[src/rtl/tap_pkg.sv]
// Shared types for the boundary-scan controller: controller states and opcodes.
// Assumes a 4-bit instruction register.
package tap_pkg;
    localparam int IR_W = 4;

    typedef enum logic [3:0] {
        ST_TLR, ST_RTI, ST_SEL_DR, ST_CAP_DR, ST_SH_DR, ST_EX1_DR, ST_PA_DR, ST_EX2_DR,
        ST_UPD_DR, ST_SEL_IR, ST_CAP_IR, ST_SH_IR, ST_EX1_IR, ST_PA_IR, ST_EX2_IR, ST_UPD_IR
    } tap_state_t;

    localparam logic [IR_W-1:0] OP_EXTEST  = 4'h0;
    localparam logic [IR_W-1:0] OP_DEVRST  = 4'hC;
    localparam logic [IR_W-1:0] OP_BYPASS  = 4'hF;
    localparam logic [IR_W-1:0] IR_CAPTURE = 4'b0001;
endpackage

[src/rtl/tap_fsm.sv]
// Sixteen-state test controller. It advances on rising tck according to tms.
// Assumes rst_n is synchronous to tck.
module tap_fsm
    import tap_pkg::*;
(
    input  logic       tck,
    input  logic       rst_n,
    input  logic       tms,
    output tap_state_t state
);
    tap_state_t nxt;

    // Next-state selection for every controller state.
    always_comb begin
        unique case (state)
            ST_TLR:    nxt = tms ? ST_TLR    : ST_RTI;
            ST_RTI:    nxt = tms ? ST_SEL_DR : ST_RTI;
            ST_SEL_DR: nxt = tms ? ST_SEL_IR : ST_CAP_DR;
            ST_CAP_DR: nxt = tms ? ST_EX1_DR : ST_SH_DR;
            ST_SH_DR:  nxt = tms ? ST_EX1_DR : ST_SH_DR;
            ST_EX1_DR: nxt = tms ? ST_UPD_DR : ST_PA_DR;
            ST_PA_DR:  nxt = tms ? ST_EX2_DR : ST_PA_DR;
            ST_EX2_DR: nxt = tms ? ST_UPD_DR : ST_SH_DR;
            ST_UPD_DR: nxt = tms ? ST_SEL_DR : ST_RTI;
            ST_SEL_IR: nxt = tms ? ST_TLR    : ST_CAP_IR;
            ST_CAP_IR: nxt = tms ? ST_EX1_IR : ST_SH_IR;
            ST_SH_IR:  nxt = tms ? ST_EX1_IR : ST_SH_IR;
            ST_EX1_IR: nxt = tms ? ST_UPD_IR : ST_PA_IR;
            ST_PA_IR:  nxt = tms ? ST_EX2_IR : ST_PA_IR;
            ST_EX2_IR: nxt = tms ? ST_UPD_IR : ST_SH_IR;
            ST_UPD_IR: nxt = tms ? ST_SEL_DR : ST_RTI;
            default:   nxt = ST_TLR;
        endcase
    end

    // State register with synchronous reset.
    always_ff @(posedge tck) begin
        if (!rst_n) state <= ST_TLR;
        else        state <= nxt;
    end

    assert_tlr_hold_R10: assert property (@(posedge tck) disable iff (!rst_n)
        (state == ST_TLR && tms) |=> (state == ST_TLR));
endmodule

[src/rtl/tap_ir.sv]
// Instruction register: a shift stage plus a latched copy that drives decode.
// Assumes the state comes from tap_fsm on the same tck.
module tap_ir
    import tap_pkg::*;
(
    input  logic            tck,
    input  logic            rst_n,
    input  tap_state_t      state,
    input  logic            tdi,
    output logic            so,
    output logic [IR_W-1:0] ir
);
    logic [IR_W-1:0] sr;

    // Shift stage: loads the capture pattern in Capture-IR and shifts in Shift-IR.
    always_ff @(posedge tck) begin
        if (!rst_n)                 sr <= '0;
        else if (state == ST_CAP_IR) sr <= IR_CAPTURE;
        else if (state == ST_SH_IR)  sr <= {tdi, sr[IR_W-1:1]};
    end

    // Latched instruction: loads in Update-IR and returns to BYPASS in Test-Logic-Reset.
    always_ff @(posedge tck) begin
        if (!rst_n || state == ST_TLR) ir <= OP_BYPASS;
        else if (state == ST_UPD_IR)   ir <= sr;
    end

    assign so = sr[0];
endmodule

[src/rtl/bscan_chain.sv]
// Boundary chain with four cells per pin (pull-up disable, output enable,
// output value, input level) and update latches for the three output cells.
// Assumes the enables are asserted only while EXTEST is the selected instruction.
module bscan_chain #(
    parameter int NPINS = 4
) (
    input  logic             tck,
    input  logic             rst_n,
    input  logic             cap_en,
    input  logic             sh_en,
    input  logic             upd_en,
    input  logic             tdi,
    input  logic [NPINS-1:0] core_pud,
    input  logic [NPINS-1:0] core_oe,
    input  logic [NPINS-1:0] core_out,
    input  logic [NPINS-1:0] pin_in,
    output logic             so,
    output logic [NPINS-1:0] lat_pud,
    output logic [NPINS-1:0] lat_oe,
    output logic [NPINS-1:0] lat_out
);
    localparam int CELLS = 4 * NPINS;

    logic [CELLS-1:0] chain;
    logic [CELLS-1:0] cap_vec;

    // Per-pin wiring of the capture sources into the chain layout.
    for (genvar i = 0; i < NPINS; i++) begin : g_pin
        assign cap_vec[4*i+0] = core_pud[i];
        assign cap_vec[4*i+1] = core_oe[i];
        assign cap_vec[4*i+2] = core_out[i];
        assign cap_vec[4*i+3] = pin_in[i];
    end

    // Shift chain: capture, then shift toward cell 0.
    always_ff @(posedge tck) begin
        if (!rst_n)      chain <= '0;
        else if (cap_en) chain <= cap_vec;
        else if (sh_en)  chain <= {tdi, chain[CELLS-1:1]};
    end

    // Update latches: copy the output cells in Update-DR.
    always_ff @(posedge tck) begin
        if (!rst_n) begin
            lat_pud <= '0;
            lat_oe  <= '0;
            lat_out <= '0;
        end else if (upd_en) begin
            for (int i = 0; i < NPINS; i++) begin
                lat_pud[i] <= chain[4*i+0];
                lat_oe[i]  <= chain[4*i+1];
                lat_out[i] <= chain[4*i+2];
            end
        end
    end

    assign so = chain[0];
endmodule

[src/rtl/tap_bscan_ctrl.sv]
// Top of the boundary-scan controller. It holds the bypass bit and the reset
// bit, selects the serial output, drives tdo on falling tck and multiplexes
// the pads between core and boundary latches.
// Assumes rst_n is synchronous to tck and NPINS >= 1.
module tap_bscan_ctrl
    import tap_pkg::*;
#(
    parameter int NPINS = 4
) (
    input  logic             tck,
    input  logic             rst_n,
    input  logic             tms,
    input  logic             tdi,
    output logic             tdo,
    output logic             tdo_en,
    input  logic [NPINS-1:0] core_pud,
    input  logic [NPINS-1:0] core_oe,
    input  logic [NPINS-1:0] core_out,
    output logic [NPINS-1:0] core_in,
    output logic [NPINS-1:0] pin_pud,
    output logic [NPINS-1:0] pin_oe,
    output logic [NPINS-1:0] pin_out,
    input  logic [NPINS-1:0] pin_in,
    output logic             core_rst_req
);
    tap_state_t      state;
    logic [IR_W-1:0] ir;
    logic            ir_so, chain_so;
    logic [NPINS-1:0] lat_pud, lat_oe, lat_out;
    logic            bypass_q, rstbit_q;
    logic            sel_ext, sel_rst, sel_byp, dr_bit, out_bit;

    assign sel_ext = (ir == OP_EXTEST);
    assign sel_rst = (ir == OP_DEVRST);
    assign sel_byp = !sel_ext && !sel_rst;

    tap_fsm u_fsm (.tck(tck), .rst_n(rst_n), .tms(tms), .state(state));

    tap_ir u_ir (.tck(tck), .rst_n(rst_n), .state(state), .tdi(tdi), .so(ir_so), .ir(ir));

    bscan_chain #(.NPINS(NPINS)) u_chain (
        .tck(tck), .rst_n(rst_n),
        .cap_en(sel_ext && state == ST_CAP_DR),
        .sh_en(sel_ext && state == ST_SH_DR),
        .upd_en(sel_ext && state == ST_UPD_DR),
        .tdi(tdi),
        .core_pud(core_pud), .core_oe(core_oe), .core_out(core_out), .pin_in(pin_in),
        .so(chain_so), .lat_pud(lat_pud), .lat_oe(lat_oe), .lat_out(lat_out)
    );

    // Bypass bit: captures 0 and shifts tdi.
    always_ff @(posedge tck) begin
        if (!rst_n)                               bypass_q <= 1'b0;
        else if (sel_byp && state == ST_CAP_DR)   bypass_q <= 1'b0;
        else if (sel_byp && state == ST_SH_DR)    bypass_q <= tdi;
    end

    // Reset bit: unlatched, takes tdi on each shift and clears in Test-Logic-Reset.
    always_ff @(posedge tck) begin
        if (!rst_n || state == ST_TLR)          rstbit_q <= 1'b0;
        else if (sel_rst && state == ST_SH_DR)  rstbit_q <= tdi;
    end

    assign core_rst_req = rstbit_q;

    // Serial output source for the current shift path.
    always_comb begin
        if (sel_ext)      dr_bit = chain_so;
        else if (sel_rst) dr_bit = rstbit_q;
        else              dr_bit = bypass_q;
        out_bit = (state == ST_SH_IR) ? ir_so : dr_bit;
    end

    // Falling-edge output stage for tdo and its enable.
    always_ff @(negedge tck) begin
        if (!rst_n) begin
            tdo    <= 1'b0;
            tdo_en <= 1'b0;
        end else begin
            tdo    <= out_bit;
            tdo_en <= (state == ST_SH_IR) || (state == ST_SH_DR);
        end
    end

    // Pad multiplexer: boundary latches under EXTEST, core otherwise, enables off in reset.
    always_comb begin
        if (sel_ext) begin
            pin_pud = lat_pud;
            pin_oe  = lat_oe;
            pin_out = lat_out;
        end else begin
            pin_pud = core_pud;
            pin_oe  = core_rst_req ? '0 : core_oe;
            pin_out = core_out;
        end
    end

    assign core_in = pin_in;

    assert_tlr_clears_R1: assert property (@(posedge tck) disable iff (!rst_n)
        (state == ST_TLR) |=> (core_rst_req == 1'b0));

    assert_rst_unlatched_R7: assert property (@(posedge tck) disable iff (!rst_n)
        (sel_rst && state == ST_SH_DR) |=> (core_rst_req == $past(tdi)));

    assert_latch_hold_R6: assert property (@(posedge tck) disable iff (!rst_n)
        (sel_ext && state != ST_UPD_DR && state != ST_UPD_IR && state != ST_TLR)
        |=> ($stable(pin_out) && $stable(pin_oe) && $stable(pin_pud)));

    assert_tdo_en_shift_R9: assert property (@(posedge tck) disable iff (!rst_n)
        tdo_en == (state == ST_SH_IR || state == ST_SH_DR));
endmodule

[config.mk]
export PLATFORM = sky130hd
export DESIGN_NAME = tap_bscan_ctrl
export DESIGN_NICKNAME = d
export VERILOG_FILES = /design/src/rtl/tap_pkg.sv /design/src/rtl/tap_fsm.sv /design/src/rtl/tap_ir.sv /design/src/rtl/bscan_chain.sv /design/src/rtl/tap_bscan_ctrl.sv
export SDC_FILE = /design/constraint.sdc
export NUM_CORES = 1
export LEC_CHECK = 0
export BUFFER_PORTS_ARGS = -buffer_cell sky130_fd_sc_hd__buf_2
export CORE_MARGIN = 4
export CORE_UTILIZATION = 55
export CTS_CLUSTER_DIAMETER = 80
export DETAILED_ROUTE_END_ITERATION = 8
export PLACE_DENSITY_LB_ADDON = 0.08
export SLEW_MARGIN = 5
export SYNTH_ARGS = -nofsm -noshare
export SYNTH_HDL_FRONTEND = slang
export SYNTH_SLANG_ARGS = --single-unit
[constraint.sdc]
create_clock -name tck -period 2.05 [get_ports tck]
set_clock_uncertainty 0.15 [all_clocks]
set_input_delay 0.41 -clock tck [delete_from_list [all_inputs] [get_ports tck]]
set_output_delay 0.41 -clock tck [all_outputs]
set_load 0.01 [all_outputs]
==> reports/qor.json <==
{
  "logic_synthesis": {
    "netlist_top_cells_area": "dfxtp_1, mux2i_1, nor2_1",
    "synth-seq-cells": 44,
    "ys_types": 41,
    "yosys_warnings": 0,
    "synth_edf_count": 0,
    "synth-seq-area-share": 0.3933,
    "netlist_area_sq_mm": 0.002240,
    "yosysTopAreaCell": "dfxtp_1",
    "synth_flop_cell": "dfxtp_1",
    "synth_most_common_cell": "dfxtp_1",
    "netlist_top_cells_count": "dfxtp_1, mux2i_1, nor2_1",
    "post_synth_inst_count": 247,
    "async_flop_share": 0,
    "synthesis.area_per_instance_sq_um": 9.067,
    "portion_of_synthesized_cell_area_occupied_by_the_leading_cell_type": 0.3933,
    "net_count_after_synthesis": 267
  },
  "grt": {
    "first_pass_grt_wire_length_mm": 9.073,
    "groute.usage.overall": 0.2190,
    "grt_pass1_vias": 1896,
    "grt_overflow_total": 0,
    "number_of_antenna_violations_at_the_first_check_in_global_routing": 0,
    "grt_start_max_net_pins": 29
  },
  "drt": {
    "metal1_wirelength_mm": 2.573,
    "via_per_inst": 5.616,
    "drc_violations": 0,
    "route.detailed.wl_per_inst_um": 15.76,
    "detail_route.iter0.violations": 152,
    "detailedRoute.firstPassIterationCount": 4,
    "num_vias": 1960,
    "route.antenna.remaining_nets": 0,
    "top_layer": "met4",
    "dr_wl_met3_um": 149,
    "dr_wl_met2_mm": 2.738,
    "route.final.wire_length_mm": 5.500
  },
  "outcome": {
    "failing_checks": "negative setup slack",
    "run_status": "complete, but fails checks"
  },
  "worst_setup_path": {
    "critical_path_required_ns": 1.49,
    "regToRegEndpoint": "tdo",
    "cpPeakStageDelay_ns": 0.28,
    "setup.worst_path.start": "tdo_en",
    "reg2reg_from": "u_ir.ir[1]",
    "path_depth": 1,
    "cp_num_buf_inv": 1,
    "critPathMaxFanout": 1,
    "ff2ff_path_depth": 3,
    "critical_path_class": "register to output pin",
    "cp_cell_sequence": "buf_2",
    "worst_setup_path_start_kind": "register",
    "arrival_ns": 1.78,
    "critPathCaptureType": "output pin",
    "cell_class_contributing_the_biggest_share_of_worst_path_delay": "flip-flops",
    "reg2reg_setup_slack_ns": -0.29,
    "crit_path_top_delay_cell": "dfxtp_1"
  },
  "power": {
    "power_density_mw_per_mm2": 606.2,
    "ir_drop_mv": 0.3840,
    "power.static_leakage_uw": 0.001195
  },
  "hold_path": {
    "timing.hold.worst.class": "primary input to register",
    "worstHoldStart": "tms",
    "hold-path-cell-count": 2,
    "timing.hold.worst_endpoint": "u_fsm.state[2]"
  },
  "floorplanning": {
    "ios": 39,
    "dieHeight_um": 71.81,
    "die_area_sq_mm": 0.005157,
    "design.core.area_sq_mm": 0.003799,
    "die-width_um": 71.81,
    "initial_utilization": 0.5896,
    "floorplan.rows": 22
  },
  "finish": {
    "share_of_cells_above_drive_strength_1": 0.3721,
    "finalNetCount": 320,
    "syn_to_final_growth_pct": 25.98,
    "fillers": 304,
    "antenna_cells": 0,
    "utilization": 0.7428
  },
  "sta": {
    "number_of_hold_violations_in_the_final_report": 0,
    "slew-limit-headroom": 0.7598,
    "finalSetupViolCount": 16,
    "finalWorstSetupSlack_ns": -0.2943,
    "timing.final.max_slew_violations": 0,
    "tightestPinTransition_ns": 0.3592,
    "rsz0062_at_grt": "yes",
    "finalHoldWorstSlack_ns": 0.2532
  },
  "clock_network": {
    "worst_setup_hold_path_clk_slew_ns": 0.08,
    "cts_max_path_buffers": 2,
    "cts_max_level": 2,
    "cts_inserted_buffers": 5,
    "cts_tree": "built",
    "clockRootBuffer": "clkbuf_8",
    "clock_sinks": 44,
    "insertion_delay_ns": 0.29
  },
  "placement": {
    "dp_hpwl_mm": 3.738,
    "number_of_port_buffers": 38,
    "finalWeightedCongestion": 0.8053
  },
  "run": {
    "cap_violations": 0
  }
}
cell usage in the layout (no fill, tap or decap), drive strengths merged, types with 6 or more instances in the layout:
cell | Yosys | layout
a211oi | 15 | 15
a21oi | 6 | 6
buf | 13 | 67
clkbuf | 10 | 7
dfxtp | 44 | 44
inv | 6 | 7
mux2 | 8 | 8
mux2i | 29 | 29
nand2 | 20 | 20
nand3 | 7 | 7
nor2 | 28 | 28
nor2b | 8 | 8
o21ai | 12 | 12
o22ai | 7 | 7
sequential cells by signal, summed over array words and instances (netlist names):
| signal | cells |
|---|---|
| u_chain.lat_pud | 4 |
| u_chain.lat_out | 4 |
| u_chain.chain | 16 |
| u_fsm.state | 4 |
| u_ir.sr | 4 |
| u_chain.lat_oe | 4 |
| bypass_q | 1 |
| core_rst_req | 1 |
| u_ir.ir | 4 |
| tdo_en | 1 |
| tdo | 1 |
where the power goes:
part / internal [uW] / switching, uW
combinational: 83.4 / 101
clock: 365 / 294
sequential: 859 / 7.06
total: 1310 / 402
cells by family after synthesis:
group	after synthesis	synth area share
compound gates	55	0.1804
xor+xnor	1	0.003911
buf+inv	30	0.06815
flops	44	0.3933
mux	37	0.1698
simple gates	80	0.1844
worst max-delay path by stage:
| stage | slack (ns) | end |
|---|---|---|
| finish | -0.29 | tdo_en |
| global route | -0.33 | tdo |
| CTS | -0.30 | tdo |
| detailed placement | -0.32 | tdo |
| global placement | -0.30 | tdo |
| floorplan | -0.47 | tdo |
metal layers:
layer,vias to the layer above,track usage
met5,-,0
met4,0,0.04593
met3,4,0.03366
met2,28,0.3653
met1,946,0.2988
li1,982,-
layout make-up:
type                    instances  area [sq um]  share of cell area
multi-input cells             173          1271              0.4506
flip-flops and latches         44         889.6              0.3153
repair buffers                 68         464.2              0.1645
clock buffers                   6         72.57             0.02572
well taps                      48         60.06             0.02129
clock inverters                 4         41.29             0.01463
inverters                       6         22.52            0.007982
metrics by stage:
stage               setup TNS [ns]  setup slack [ns]  std cells  total power (uW)  area [sq um]
floorplan                  -0.5795           -0.4688        247              1009          2292
global placement           -0.3381           -0.2980        334              1074          2594
detailed placement         -0.4038           -0.3207        334              1077          2594
CTS                         -3.021           -0.2957        346              1710          2745
global route                -3.851           -0.3285        349              1776          2821
finish                      -3.004           -0.2943        349              1710          2821
what timing repair did:
item,CTS,global route
endpoints found under the setup margin,16,17
gates cloned,1,1
setup buffers,2,2
hold buffers,0,0
hold endpoints to repair,0,0
resized for setup,12,13
pin swaps,2,4
No activity file was read; power rests on OpenSTA's default activity.
